===== config.mk =====
export PLATFORM = sky130hd
export DESIGN_NAME = pixel_frame_link
export DESIGN_NICKNAME = d
export VERILOG_FILES = /design/src/rtl/pfl_pkg.sv /design/src/rtl/pfl_row_packer.sv /design/src/rtl/pfl_result_sender.sv /design/src/rtl/pixel_frame_link.sv
export SDC_FILE = /design/constraint.sdc
export NUM_CORES = 1
export LEC_CHECK = 0
export CAP_MARGIN = 20
export CORE_UTILIZATION = 55
export CTS_BUF_LIST = sky130_fd_sc_hd__clkbuf_16
export DETAILED_ROUTE_END_ITERATION = 10
export DONT_BUFFER_PORTS = 1
export GPL_TIMING_DRIVEN = 1
export HOLD_SLACK_MARGIN = 0.08
export PLACE_DENSITY = 0.73
export SLEW_MARGIN = 20
export SYNTH_ARGS = -nofsm -noshare
export SYNTH_HDL_FRONTEND = slang
export SYNTH_SLANG_ARGS = --single-unit

===== constraint.sdc =====
create_clock -name clk_i -period 1.9 [get_ports clk_i]
set_input_delay 0.38 -clock clk_i [delete_from_list [all_inputs] [get_ports clk_i]]
set_output_delay 0.38 -clock clk_i [all_outputs]
set_load 0.005 [all_outputs]

===== src/rtl/pfl_pkg.sv =====
package pfl_pkg;
  typedef enum logic [2:0] {
    ST_RECV  = 3'd0,
    ST_WRITE = 3'd1,
    ST_START = 3'd2,
    ST_WAIT  = 3'd3,
    ST_SEND  = 3'd4
  } pfl_state_e;
endpackage


===== src/rtl/pfl_row_packer.sv =====
module pfl_row_packer #(
  parameter int BYTE_W    = 8,
  parameter int ROW_BYTES = 29,
  localparam int WORD_W   = BYTE_W * ROW_BYTES,
  localparam int CNT_W    = $clog2(ROW_BYTES)
) (
  input  logic              clk_i,
  input  logic              rst_ni,
  input  logic              take_i,
  input  logic [BYTE_W-1:0] byte_i,
  output logic [WORD_W-1:0] word_o,
  output logic              row_full_o
);
  logic [CNT_W-1:0] cnt_q;
  logic             at_last;

  assign at_last    = (cnt_q == CNT_W'(ROW_BYTES - 1));
  assign row_full_o = take_i & at_last;

  always_ff @(posedge clk_i or negedge rst_ni) begin
    if (!rst_ni)     cnt_q <= '0;
    else if (take_i) cnt_q <= at_last ? '0 : cnt_q + 1'b1;
  end

  // one lane register per byte position
  for (genvar g = 0; g < ROW_BYTES; g++) begin : g_lane
    always_ff @(posedge clk_i or negedge rst_ni) begin
      if (!rst_ni)
        word_o[g*BYTE_W +: BYTE_W] <= '0;
      else if (take_i && cnt_q == CNT_W'(g))
        word_o[g*BYTE_W +: BYTE_W] <= byte_i;
    end
  end

  AST_LANE_RANGE: assert property (@(posedge clk_i) disable iff (!rst_ni)
    cnt_q < CNT_W'(ROW_BYTES));
  AST_WRAP_AFTER_FULL: assert property (@(posedge clk_i) disable iff (!rst_ni)
    row_full_o |=> cnt_q == '0);
endmodule


===== src/rtl/pfl_result_sender.sv =====
module pfl_result_sender #(
  parameter int BYTE_W     = 8,
  parameter int NUM_DIGITS = 10,
  localparam int RES_W     = BYTE_W * NUM_DIGITS,
  localparam int IDX_W     = $clog2(NUM_DIGITS)
) (
  input  logic              clk_i,
  input  logic              rst_ni,
  input  logic              load_i,
  input  logic [RES_W-1:0]  vec_i,
  input  logic              active_i,
  input  logic              tx_ready_i,
  output logic [BYTE_W-1:0] tx_data_o,
  output logic              last_o
);
  logic [RES_W-1:0]  res_q;
  logic [IDX_W-1:0]  idx_q;
  logic [BYTE_W-1:0] lane [NUM_DIGITS];
  logic              fire;

  assign fire   = active_i & tx_ready_i;
  assign last_o = fire & (idx_q == IDX_W'(NUM_DIGITS - 1));

  always_ff @(posedge clk_i or negedge rst_ni) begin
    if (!rst_ni) begin
      res_q <= '0;
      idx_q <= '0;
    end else if (load_i) begin
      res_q <= vec_i;
      idx_q <= '0;
    end else if (fire) begin
      idx_q <= last_o ? '0 : idx_q + 1'b1;
    end
  end

  for (genvar g = 0; g < NUM_DIGITS; g++) begin : g_sel
    assign lane[g] = res_q[g*BYTE_W +: BYTE_W];
  end

  assign tx_data_o = lane[idx_q];

  AST_TX_HOLD: assert property (@(posedge clk_i) disable iff (!rst_ni)
    (active_i && !tx_ready_i) |=> $stable(tx_data_o));
  AST_IDX_RANGE: assert property (@(posedge clk_i) disable iff (!rst_ni)
    idx_q < IDX_W'(NUM_DIGITS));
endmodule


===== src/rtl/pixel_frame_link.sv =====
module pixel_frame_link #(
  parameter int BYTE_W     = 8,
  parameter int ROW_BYTES  = 29,
  parameter int ROWS       = 29,
  parameter int NUM_DIGITS = 10,
  localparam int WORD_W    = BYTE_W * ROW_BYTES,
  localparam int ADDR_W    = $clog2(ROWS),
  localparam int RES_W     = BYTE_W * NUM_DIGITS
) (
  input  logic              clk_i,
  input  logic              rst_ni,
  input  logic [BYTE_W-1:0] rx_data_i,
  input  logic              rx_valid_i,
  output logic [ADDR_W-1:0] mem_addr_o,
  output logic [WORD_W-1:0] mem_data_o,
  output logic              mem_we_o,
  output logic              start_o,
  input  logic              done_i,
  input  logic [RES_W-1:0]  result_i,
  output logic [BYTE_W-1:0] tx_data_o,
  output logic              tx_valid_o,
  input  logic              tx_ready_i
);
  import pfl_pkg::*;

  pfl_state_e        state_q, state_d;
  logic [ADDR_W-1:0] row_q;
  logic              last_row, take, row_full, load_res, sent_all;

  assign last_row = (row_q == ADDR_W'(ROWS - 1));
  // a byte landing in a write cycle belongs to the next row, unless the image is complete
  assign take     = rx_valid_i &&
                    (state_q == ST_RECV || (state_q == ST_WRITE && !last_row));
  assign load_res = (state_q == ST_WAIT) && done_i;

  pfl_row_packer #(
    .BYTE_W    (BYTE_W),
    .ROW_BYTES (ROW_BYTES)
  ) u_packer (
    .clk_i      (clk_i),
    .rst_ni     (rst_ni),
    .take_i     (take),
    .byte_i     (rx_data_i),
    .word_o     (mem_data_o),
    .row_full_o (row_full)
  );

  pfl_result_sender #(
    .BYTE_W     (BYTE_W),
    .NUM_DIGITS (NUM_DIGITS)
  ) u_sender (
    .clk_i      (clk_i),
    .rst_ni     (rst_ni),
    .load_i     (load_res),
    .vec_i      (result_i),
    .active_i   (tx_valid_o),
    .tx_ready_i (tx_ready_i),
    .tx_data_o  (tx_data_o),
    .last_o     (sent_all)
  );

  always_comb begin
    state_d = state_q;
    unique case (state_q)
      ST_RECV:  if (row_full) state_d = ST_WRITE;
      ST_WRITE: state_d = last_row ? ST_START : ST_RECV;
      ST_START: state_d = ST_WAIT;
      ST_WAIT:  if (done_i) state_d = ST_SEND;
      ST_SEND:  if (sent_all) state_d = ST_RECV;
      default:  state_d = ST_RECV;
    endcase
  end

  always_ff @(posedge clk_i or negedge rst_ni) begin
    if (!rst_ni) begin
      state_q <= ST_RECV;
      row_q   <= '0;
    end else begin
      state_q <= state_d;
      if (state_q == ST_WRITE) row_q <= last_row ? '0 : row_q + 1'b1;
    end
  end

  assign mem_we_o   = (state_q == ST_WRITE);
  assign mem_addr_o = row_q;
  assign start_o    = (state_q == ST_START);
  assign tx_valid_o = (state_q == ST_SEND);

  AST_WE_SINGLE: assert property (@(posedge clk_i) disable iff (!rst_ni)
    mem_we_o |=> !mem_we_o);
  AST_ADDR_RANGE: assert property (@(posedge clk_i) disable iff (!rst_ni)
    mem_we_o |-> mem_addr_o < ADDR_W'(ROWS));
  AST_ADDR_STEP: assert property (@(posedge clk_i) disable iff (!rst_ni)
    (mem_we_o && mem_addr_o != ADDR_W'(ROWS - 1)) |=> mem_addr_o == $past(mem_addr_o) + 1'b1);
  AST_START_PULSE: assert property (@(posedge clk_i) disable iff (!rst_ni)
    start_o |=> !start_o);
  AST_START_AFTER_LAST: assert property (@(posedge clk_i) disable iff (!rst_ni)
    (mem_we_o && mem_addr_o == ADDR_W'(ROWS - 1)) |=> start_o);
  AST_DONE_TO_SEND: assert property (@(posedge clk_i) disable iff (!rst_ni)
    ($rose(start_o) || !tx_valid_o) && load_res |=> tx_valid_o);
  AST_SEND_ENDS: assert property (@(posedge clk_i) disable iff (!rst_ni)
    sent_all |=> !tx_valid_o && mem_addr_o == '0);
endmodule


# == Word level (Yosys, flattened, before mapping) ==
# Cells that the tools add are included.
# classes
add_sub_neg,3
n_lt_le_gt_ge,1
eq_ne,37
n_mux,13
bitwise_logic,4
reduce_logical,38
# ops
operator,n
$eq A5 B5 Y1 const B,14
$eq A5 B4 Y1 const B,8
$bmux W8 S4,1
$logic_and A1 B1 Y1,32
$eq A5 B3 Y1 const B,4
$mux W8,2
$pmux W3 S5,1
$mux W4,3
$add A5 B1 Y5 const B,2
$eq A5 B2 Y1 const B,2
$mux W5,2
$mux W3,3
$eq A3 B2 Y1 const B,2
$ne A2 B2 Y1 const B,3
$eq A5 B1 Y1 const B,1
$ge A5 B5 Y1 const B,1
$logic_not A5 Y1,1
$not A4 Y5,1
$add A4 B1 Y4 const B,1
$eq A4 B4 Y1 const B,1
$and A1 B1 Y1,3
$eq A3 B1 Y1 const B,1
$eq A3 B3 Y1 const B,1
$logic_not A3 Y1,1
other kinds (5),5
# totals
reg_bits,329
input_bits,93
output_inout_bits,248
word_cells,130

# == Longest topological paths before layout ==
# Gate-level depths: netlist of the first run.
# logic_depth
word_depth,8
ltp_mapped,7
mapped_depth_nobuf,6

# == Modules after synthesis ==
# A second synthesis of the first run with hierarchy kept.
# hier_totals
hier_cells,886
hier_area_um2,13425.4
# by_module_without_submodules
mod,n_inst,cells_each,area_per_inst_um2,seq_area_each_um2
pfl_row_packer,1,576,9137.5,5930.7
pfl_result_sender,1,264,3853.7,2102.0
pixel_frame_link,1,46,434.2,200.2

# == Worst setup path before layout of the first run ==
# OpenSTA, ideal clock, no wires.
# synth_path
kind,register to register
startpoint,register state_q[1]
endpoint,register u_packer.word_o[5]
setup_time_ns,0.125
arrival_time_ns,1.827
required_ns,1.775
setup_slack_ns,-0.052
stages_incl_launch_ff,5
n_path_buf,0
path_cell_list,dfrtp_1 -> nor3b_4 -> o2111ai_4 -> nor2_2 -> mux2_2
# synth_via
elab_chain_cells,5
word_cells_on_any_way,6
classes_between,eq/ne: 1; reduce/logical: 5
# synth_lines
item,line,text
"start, declared",pixel_frame_link.sv:26,"pfl_state_e state_q, state_d;"
"start signal, assigned",pixel_frame_link.sv:79,state_q <= state_d;
$eq A3 B1 Y1,pixel_frame_link.sv:33,(state_q == ST_RECV || (state_q == ST_WRITE && !last_row));
$logic_and A1 B1 Y1,pixel_frame_link.sv:33,
$logic_or A1 B1 Y1 *,pixel_frame_link.sv:33,
$logic_and A1 B1 Y1 *,pixel_frame_link.sv:32,assign take = rx_valid_i &&
$logic_and A1 B1 Y1 *,pfl_row_packer.sv:30,else if (take_i && cnt_q == CNT_W'(g))
"end signal, assigned by index",pfl_row_packer.sv:31,word_o[g*BYTE_W +: BYTE_W] <= byte_i;
"end, declared",pfl_row_packer.sv:11,"output logic [WORD_W-1:0] word_o,"
# Every way passes the cells marked *; elsewhere a longest branch is shown, timed or not.
# A chain may end at the register's enable or synchronous reset.

# == Worst setup path in the final report of the first run ==
# layout_path
startpoint,register u_sender.idx_q[0]
endpoint,output tx_data_o[2]
# layout_via
elab_chain_cells,4
# layout_lines
item,line,text
"start, declared",pfl_result_sender.sv:17,logic [IDX_W-1:0] idx_q;
"start signal, assigned",pfl_result_sender.sv:32,idx_q <= last_o ? '0 : idx_q + 1'b1;
$not A4 Y5 (implied by the code),pfl_result_sender.sv:40,assign tx_data_o = lane[idx_q];
$bmux W8 S4,pfl_result_sender.sv:40,
$mux W8 (implied by the code) (2 in series),pfl_result_sender.sv:40,
"end, declared",pixel_frame_link.sv:20,"output logic [BYTE_W-1:0] tx_data_o,"
# Every way passes these cells. The select of a mux whose other input is x is not followed.

==> run_results.csv, run 1 <==
group,metric,value,unit
power_and_ir_drop,leakagePower,8.00,nW
detailed_routing,drtAntennaViolNets,0,
worst_setup_path,cp-start-kind,"register",
floorplan,pin_count,341,
yosys,ys_ff_latch,329,
detailed_routing,routedWlPerCell,23.1,microns
place,gp_congestion,0.835,
worst_setup_path,rrSetupSlack,-70,ps
worst_setup_path,r2r_end,"u_packer.word_o[214]",
global_route,grt_max_degree,330,
power_and_ir_drop,p_comb_share,24.2,%
place,dp.cells,1367,
cts,cts.clk_slew.worst_paths,60,ps
cts,clock_tree.buffer_depth,3,
floorplan,die_w,158,microns
yosys,synth-simple-area-share,10.9,%
detailed_routing,wl,35800,microns
global_route,grt_usage,28.6,%
worst_setup_path,required,1520,ps
place,hpwlAfterDp,21500,microns
place,preCtsSetupSlack,-322,ps
floorplan,coreArea,23700,sq um
cts,cts_tree,"built",
sta,period_needed,2370,ps
worst_hold_path,hp-class,"in2async",
worst_setup_path,criticalPathCategory,"reg2out",
sta,relSlewSlack,51.2,%
worst_setup_path,reg2regPathDepth,6,
global_route,grt_pass1_vias,9269,
worst_setup_path,arrival,1990,ps
yosys,synth_xor_area_share,0,%
worst_setup_path,slowest_stage,"mux4_2",
yosys,netlist-cell-type-count,41,
yosys,yosysSeqAreaShare,61.3,%
sta,slew_viol_final,0,
cts,hold_buffers,89,
job,max-cap-violations,0,
worst_setup_path,path_cells,"mux4_2 > o21ai_2 > o32ai_1 > buf_4",
detailed_routing,first_iter_violations,547,
cts,clkSinkCount,329,
worst_setup_path,r2r_start,"state_q[1]",
floorplan,die_height,158,microns
cells_and_area,layout-drive-gt1-share,34.5,%
worst_setup_path,crit_path_max_incr_delay,590,ps
power_and_ir_drop,powerDensity,1410,nW/um^2
floorplan,num_rows,56,
sta,tightest_slew,732,ps
power_and_ir_drop,internal_power,16.5,mW
worst_setup_path,cp_num_buf_inv,1,
cells_and_area,post-route-util,71.1,%
yosys,netlist_instances,1051,
power_and_ir_drop,swShare,30.4,%
sta,finalWorstSetupSlack,-473,ps
cells_and_area,fillers,1561,
yosys,synth-compound-area-share,2.60,%
sta,rsz0062_at_grt,"yes",
power_and_ir_drop,power_frac_seq,49.0,%
global_route,antenna_found_initial,1,
floorplan,dieArea,25000,sq um
detailed_routing,drc,0,
detailed_routing,num_vias,8848,
global_route,grt_pass1_wl,53300,microns
cells_and_area,syn2layout_area_growth,25.4,%
sta,finalHoldViolations,329,
yosys,yosysWarningCount,0,
power_and_ir_drop,power,23.8,mW
cts,cts_buffers,34,
power_and_ir_drop,clock_power_share,26.9,%
power_and_ir_drop,peakVddDrop,0.000904,V
global_route,overflow,0,
yosys,synthesis.area,13400,sq um
yosys,syn_avg_cell_area,12.8,sq um
floorplan,start_util,56.7,%
place,portBuffers,0,
status,status,"finished, violations left",
sta,setup_viol,74,
worst_setup_path,crit_fanout,4,
status,violations,"hold timing, setup timing",
cells_and_area,nets,1310,
sta,hold_slack,-402,ps
yosys,synth_fa_ha_area_share,0.838,%
yosys,synth_mux_area_share,22.6,%
yosys,synth_top_family_by_area,"multiplexers",
sta,fin_crit_sh,125,%
cts,worstSkewPairLatency,510,ps
cts,cts-root-buf,"clkbuf_16",
yosys,syn_nets,1153,
detailed_routing,viasPerCell,5.71,
detailed_routing,firstDrtPassIters,4,
cells_and_area,stdcell_count,1549,
cts,cts_max_level,2,
worst_setup_path,crit_path_end_kind,"primary output",
sta,fmax,0.421,GHz
power_and_ir_drop,p_switching,7.23,mW
sta,fin_skew,22.4,ps
worst_setup_path,cp_top_family,"multiplexers",
[worst max path at each step]
stage / startpoint / cells past startpoint / slack, ps / end
after floorplan: state_q[1] / 4 / -50 / u_packer.word_o[5]
after global placement: mem_addr_o[0] / 7 / -260 / u_packer.word_o[29]
after detailed placement: mem_addr_o[0] / 7 / -320 / u_packer.word_o[26]
after CTS: u_sender.idx_q[0] / 4 / -490 / tx_data_o[2]
after global routing: u_sender.idx_q[0] / 7 / -530 / tx_data_o[2]
final: u_sender.idx_q[0] / 4 / -470 / tx_data_o[2]
[cell usage after synthesis (all sizes together)]
| library cell | number | area share [%] |
|---|---|---|
| nor2 | 38 | 1.5 |
| clkinv | 1 | 0.028 |
| ha | 9 | 0.84 |
| and3b | 1 | 0.065 |
| dfrtp | 329 | 61 |
| and4 | 2 | 0.13 |
| a211oi | 1 | 0.056 |
| a21boi | 1 | 0.056 |
| clkbuf | 39 | 1.1 |
| nor3b | 3 | 0.25 |
| nor3 | 5 | 0.44 |
| mux2i | 17 | 1.3 |
| and2 | 1 | 0.047 |
| mux2 | 239 | 20 |
| or3 | 4 | 0.20 |
| buf | 13 | 0.39 |
| or2 | 1 | 0.047 |
| o21ai | 23 | 0.89 |
| o32ai | 1 | 0.065 |
| nor2b | 1 | 0.047 |
| o22ai | 7 | 0.33 |
| mux4 | 8 | 1.3 |
| o2111ai | 4 | 0.65 |
| or2b | 1 | 0.056 |
| nand2 | 265 | 7.4 |
| nand4 | 3 | 0.19 |
| a21oi | 15 | 0.56 |
| inv | 9 | 0.25 |
| nand4bb | 1 | 0.084 |
| nand3 | 7 | 0.26 |
| and3 | 2 | 0.093 |
[logic make-up after synthesis]
family	after synthesis
and+or+nand+nor	335
buffers and inverters	62
muxes	264
DFF	329
AOI/OAI and AO/OA	52
adders and majority gates	9
[cells in the final DEF (no fill, tap or decap), drive strengths merged, types with 9 or more instances in the layout]
cell           n
a21oi         15
buf           92
mux2i         17
ha             9
inv           17
nand2        265
nor2          38
dlygate4sd3   81
o21ai         23
mux2         239
clkbuf        37
clkinv        10
dfrtp        329
[per-stage QoR]
| stage | setup TNS, ps | cell area, sq um |
|---|---|---|
| 2_1_floorplan | -7810 | 13400 |
| 3_3_place_gp | -24880 | 14100 |
| 3_5_place_dp | -34360 | 14100 |
| 4_1_cts | -8830 | 16700 |
| 5_1_grt | -15060 | 16800 |
| 6_report | -5160 | 16800 |
[sequential cells by signal (all words and copies together), names as in the netlist]
| register | cells |
|---|---|
| u_sender.idx_q | 4 |
| state_q | 3 |
| u_packer.word_o | 232 |
| u_packer.cnt_q | 5 |
| u_sender.res_q | 80 |
| mem_addr_o | 5 |
[routing by layer]
layer / track usage, % / up-vias / wire [microns]
met2: 45.4 / 380 / 17200
li1: - / 3869 / -
met3: 8.36 / 104 / 3030
met4: 13.5 / 0 / 1620
met5: 0 / - / 0
met1: 36.2 / 4495 / 14000
[worst reg2reg max path, cell delays in order (launching register included)]
cell and delay [ps]:
dfrtp_1 410, nor3b_4 240, buf_12 150, o2111ai_4 220, buf_4 220, nor2_4 240
mux2_2 380
[timing repair]
action | CTS | global route
resized for setup | 58 | 18
setup endpoints to repair | 230 | 243
buffers inserted | 28 | 10
pin swaps | 26 | 10
hold endpoints to repair | 642 | 329
[layout make-up]
class                   instances  area (sq um)  share of cell area [%]
clock inverters                20           135                   0.802
flip-flops and latches        329          8230                    48.9
diodes                          1          2.50                  0.0149
clock buffers                  37           926                    5.50
repair buffers                173          1890                    11.2
inverters                      10          37.5                   0.223
multi-input cells             660          5220                    31.0
well taps                     319           399                    2.37
[power by group through the flow]
stage | sequential, mW | combinational (mW) | clock [mW]
after global placement | 11.6 | 4.37 | 0
after detailed placement | 11.7 | 4.59 | 0
after global routing | 11.9 | 6.18 | 6.76
after CTS | 11.6 | 5.49 | 6.49
after floorplan | 10.8 | 3.52 | 0
final | 11.6 | 5.74 | 6.39
(Power assumes the default switching activity.)
==> inputs of run 2 (changes only) <==
PLACE_DENSITY = 0.81   (was 0.73)
clock period = 2.1 ns   (was 1.9 ns; I/O delays follow)
==> run_results.csv, run 2 (synthesized netlist as in run 1, its figures left out) <==
group,metric,value,unit
status,status,"finished, violations left",
status,violations,"hold timing, setup timing",
detailed_routing,drtAntennaViolNets,0,
cts,cts_tree,"built",
cells_and_area,layout_commonest_cell,"dfrtp_1",
power_and_ir_drop,leakagePower,7.69,nW
global_route,grt_pass1_wl,53800,microns
sta,fin_crit_sh,111,%
place,portBuffers,0,
cts,cts_max_level,2,
floorplan,die_height,158,microns
sta,relSlewSlack,49.1,%
sta,finalWorstSetupSlack,-226,ps
cts,clkSinkCount,329,
worst_setup_path,criticalPathCategory,"reg2out",
global_route,overflow,0,
floorplan,pin_count,341,
detailed_routing,firstDrtPassIters,4,
power_and_ir_drop,power,21.0,mW
cells_and_area,layout-drive-gt1-share,31.6,%
worst_setup_path,required,1680,ps
sta,fmax,0.430,GHz
floorplan,num_rows,56,
cts,cts.clk_slew.worst_paths,60,ps
detailed_routing,viasPerCell,5.88,
place,preCtsSetupSlack,-103,ps
cells_and_area,top_register,"u_packer.word_o",
global_route,grt_max_degree,330,
sta,setup_viol,8,
power_and_ir_drop,powerDensity,1290,nW/um^2
place,gp_congestion,0.856,
place,hpwlAfterDp,21700,microns
cts,worstSkewPairLatency,510,ps
sta,fin_skew,11.1,ps
worst_setup_path,r2r_start,"mem_addr_o[0]",
cells_and_area,reg_top3,"u_packer.word_o x232, u_sender.res_q x80",
worst_setup_path,crit_path_end_kind,"primary output",
power_and_ir_drop,peakVddDrop,0.000686,V
floorplan,start_util,56.7,%
worst_hold_path,hp-class,"in2async",
detailed_routing,drc,0,
global_route,grt_usage,28.9,%
detailed_routing,num_vias,8819,
place,dp.cells,1340,
worst_setup_path,cp-start-kind,"register",
sta,hold_slack,-374,ps
worst_setup_path,reg2regPathDepth,7,
cts,clock_tree.buffer_depth,3,
cells_and_area,fillers,1565,
cts,cts-root-buf,"clkbuf_16",
sta,finalHoldViolations,329,
cells_and_area,nets,1261,
sta,slew_viol_final,0,
floorplan,dieArea,25000,sq um
cells_and_area,stdcell_count,1500,
cts,hold_buffers,92,
worst_setup_path,rrSetupSlack,90,ps
cts,cts_buffers,34,
global_route,antenna_found_initial,0,
detailed_routing,first_iter_violations,651,
floorplan,coreArea,23700,sq um
job,max-cap-violations,0,
global_route,grt_pass1_vias,9220,
sta,tightest_slew,764,ps
cells_and_area,largest_register_ffs,232,
cells_and_area,syn2layout_area_growth,21.2,%
detailed_routing,wl,36600,microns
worst_setup_path,crit_fanout,11,
cells_and_area,final_cell_mix,"dfrtp_1 (327), nand2_1 (264), mux2_2 (221), dlygate4sd3_1 (84), clkbuf_16 (34)",
detailed_routing,routedWlPerCell,24.4,microns
worst_setup_path,arrival,1910,ps
worst_setup_path,r2r_end,"u_packer.word_o[88]",
floorplan,die_w,158,microns
sta,final.setup.tns,-1470,ps
sta,rsz0062_at_grt,"yes",
worst_setup_path,startpoint,"u_sender.idx_q[0]",
sta,period_needed,2330,ps
==> run 2: cell count changes in the layout (fill, tap and decap cells not counted), sizes merged <==
cell / before / now
clkinv: 10 / 11
dlygate4sd3: 81 / 84
bufinv: 2 / 3
bufbuf: 0 / 1
clkinvlp: 1 / 2
buf: 92 / 39
clkbuf: 37 / 34
==> run 2: worst max path at each step <==
stage                                end  slack [ps]  depth (start not counted)
finish                      tx_data_o[5]        -230                          4
global placement    u_packer.word_o[161]         -20                          6
detailed placement  u_packer.word_o[170]        -100                          6
CTS                         tx_data_o[2]        -220                          4
floorplan                   tx_data_o[0]         120                          5
global route                tx_data_o[6]        -290                          5
==> run 2: cell type report <==
| cell class | instances | area [sq um] | area share [%] |
|---|---|---|---|
| flip-flops and latches | 329 | 8240 | 50.6 |
| multi-input cells | 660 | 5190 | 31.9 |
| repair buffers | 124 | 1370 | 8.39 |
| clock buffers | 34 | 851 | 5.23 |
| well taps | 319 | 399 | 2.45 |
| clock inverters | 23 | 200 | 1.23 |
| inverters | 10 | 37.5 | 0.231 |
| diodes | 1 | 2.50 | 0.0154 |
==> run 2: timing repair <==
item | CTS | global route
pin swaps | 3 | 3
cloned | 1 | 0
resized for setup | 27 | 25
endpoints found under the hold margin | 637 | 329
endpoints found under the setup margin | 187 | 109
setup buffers | 8 | 1
==> run 2: power by group <==
group          switching, mW  internal [mW]
combinational           2.07           2.60
clock                   2.43           3.32
sequential              2.04           8.53
total                   6.54           14.5
==> run 2: metrics by stage <==
step / area, sq um / utilization [%] / hold WS, ps
after floorplan: 13400 / - / 124
after global placement: 13900 / 58.5 / 137
after detailed placement: 13900 / 58.5 / 135
after CTS: 16100 / 68.2 / -395
after global routing: 16300 / 68.7 / -398
final: 16300 / 68.7 / -374
==> run 2: per-layer routing <==
metal  GRT usage (%)  vias to the layer above  share of wire [%]
met4            15.5                        0                5.1
met5               0                        -                  0
met2            46.3                      401                 49
met3            8.71                      116                8.7
met1            35.2                     4536                 37
li1                -                     3766                  -
==> run 2: critical path: stages, from the launching register on <==
cell and delay, ps:
dfrtp_2 410, buf_12 160, mux4_2 570, nor2_4 140
o22ai_2 120
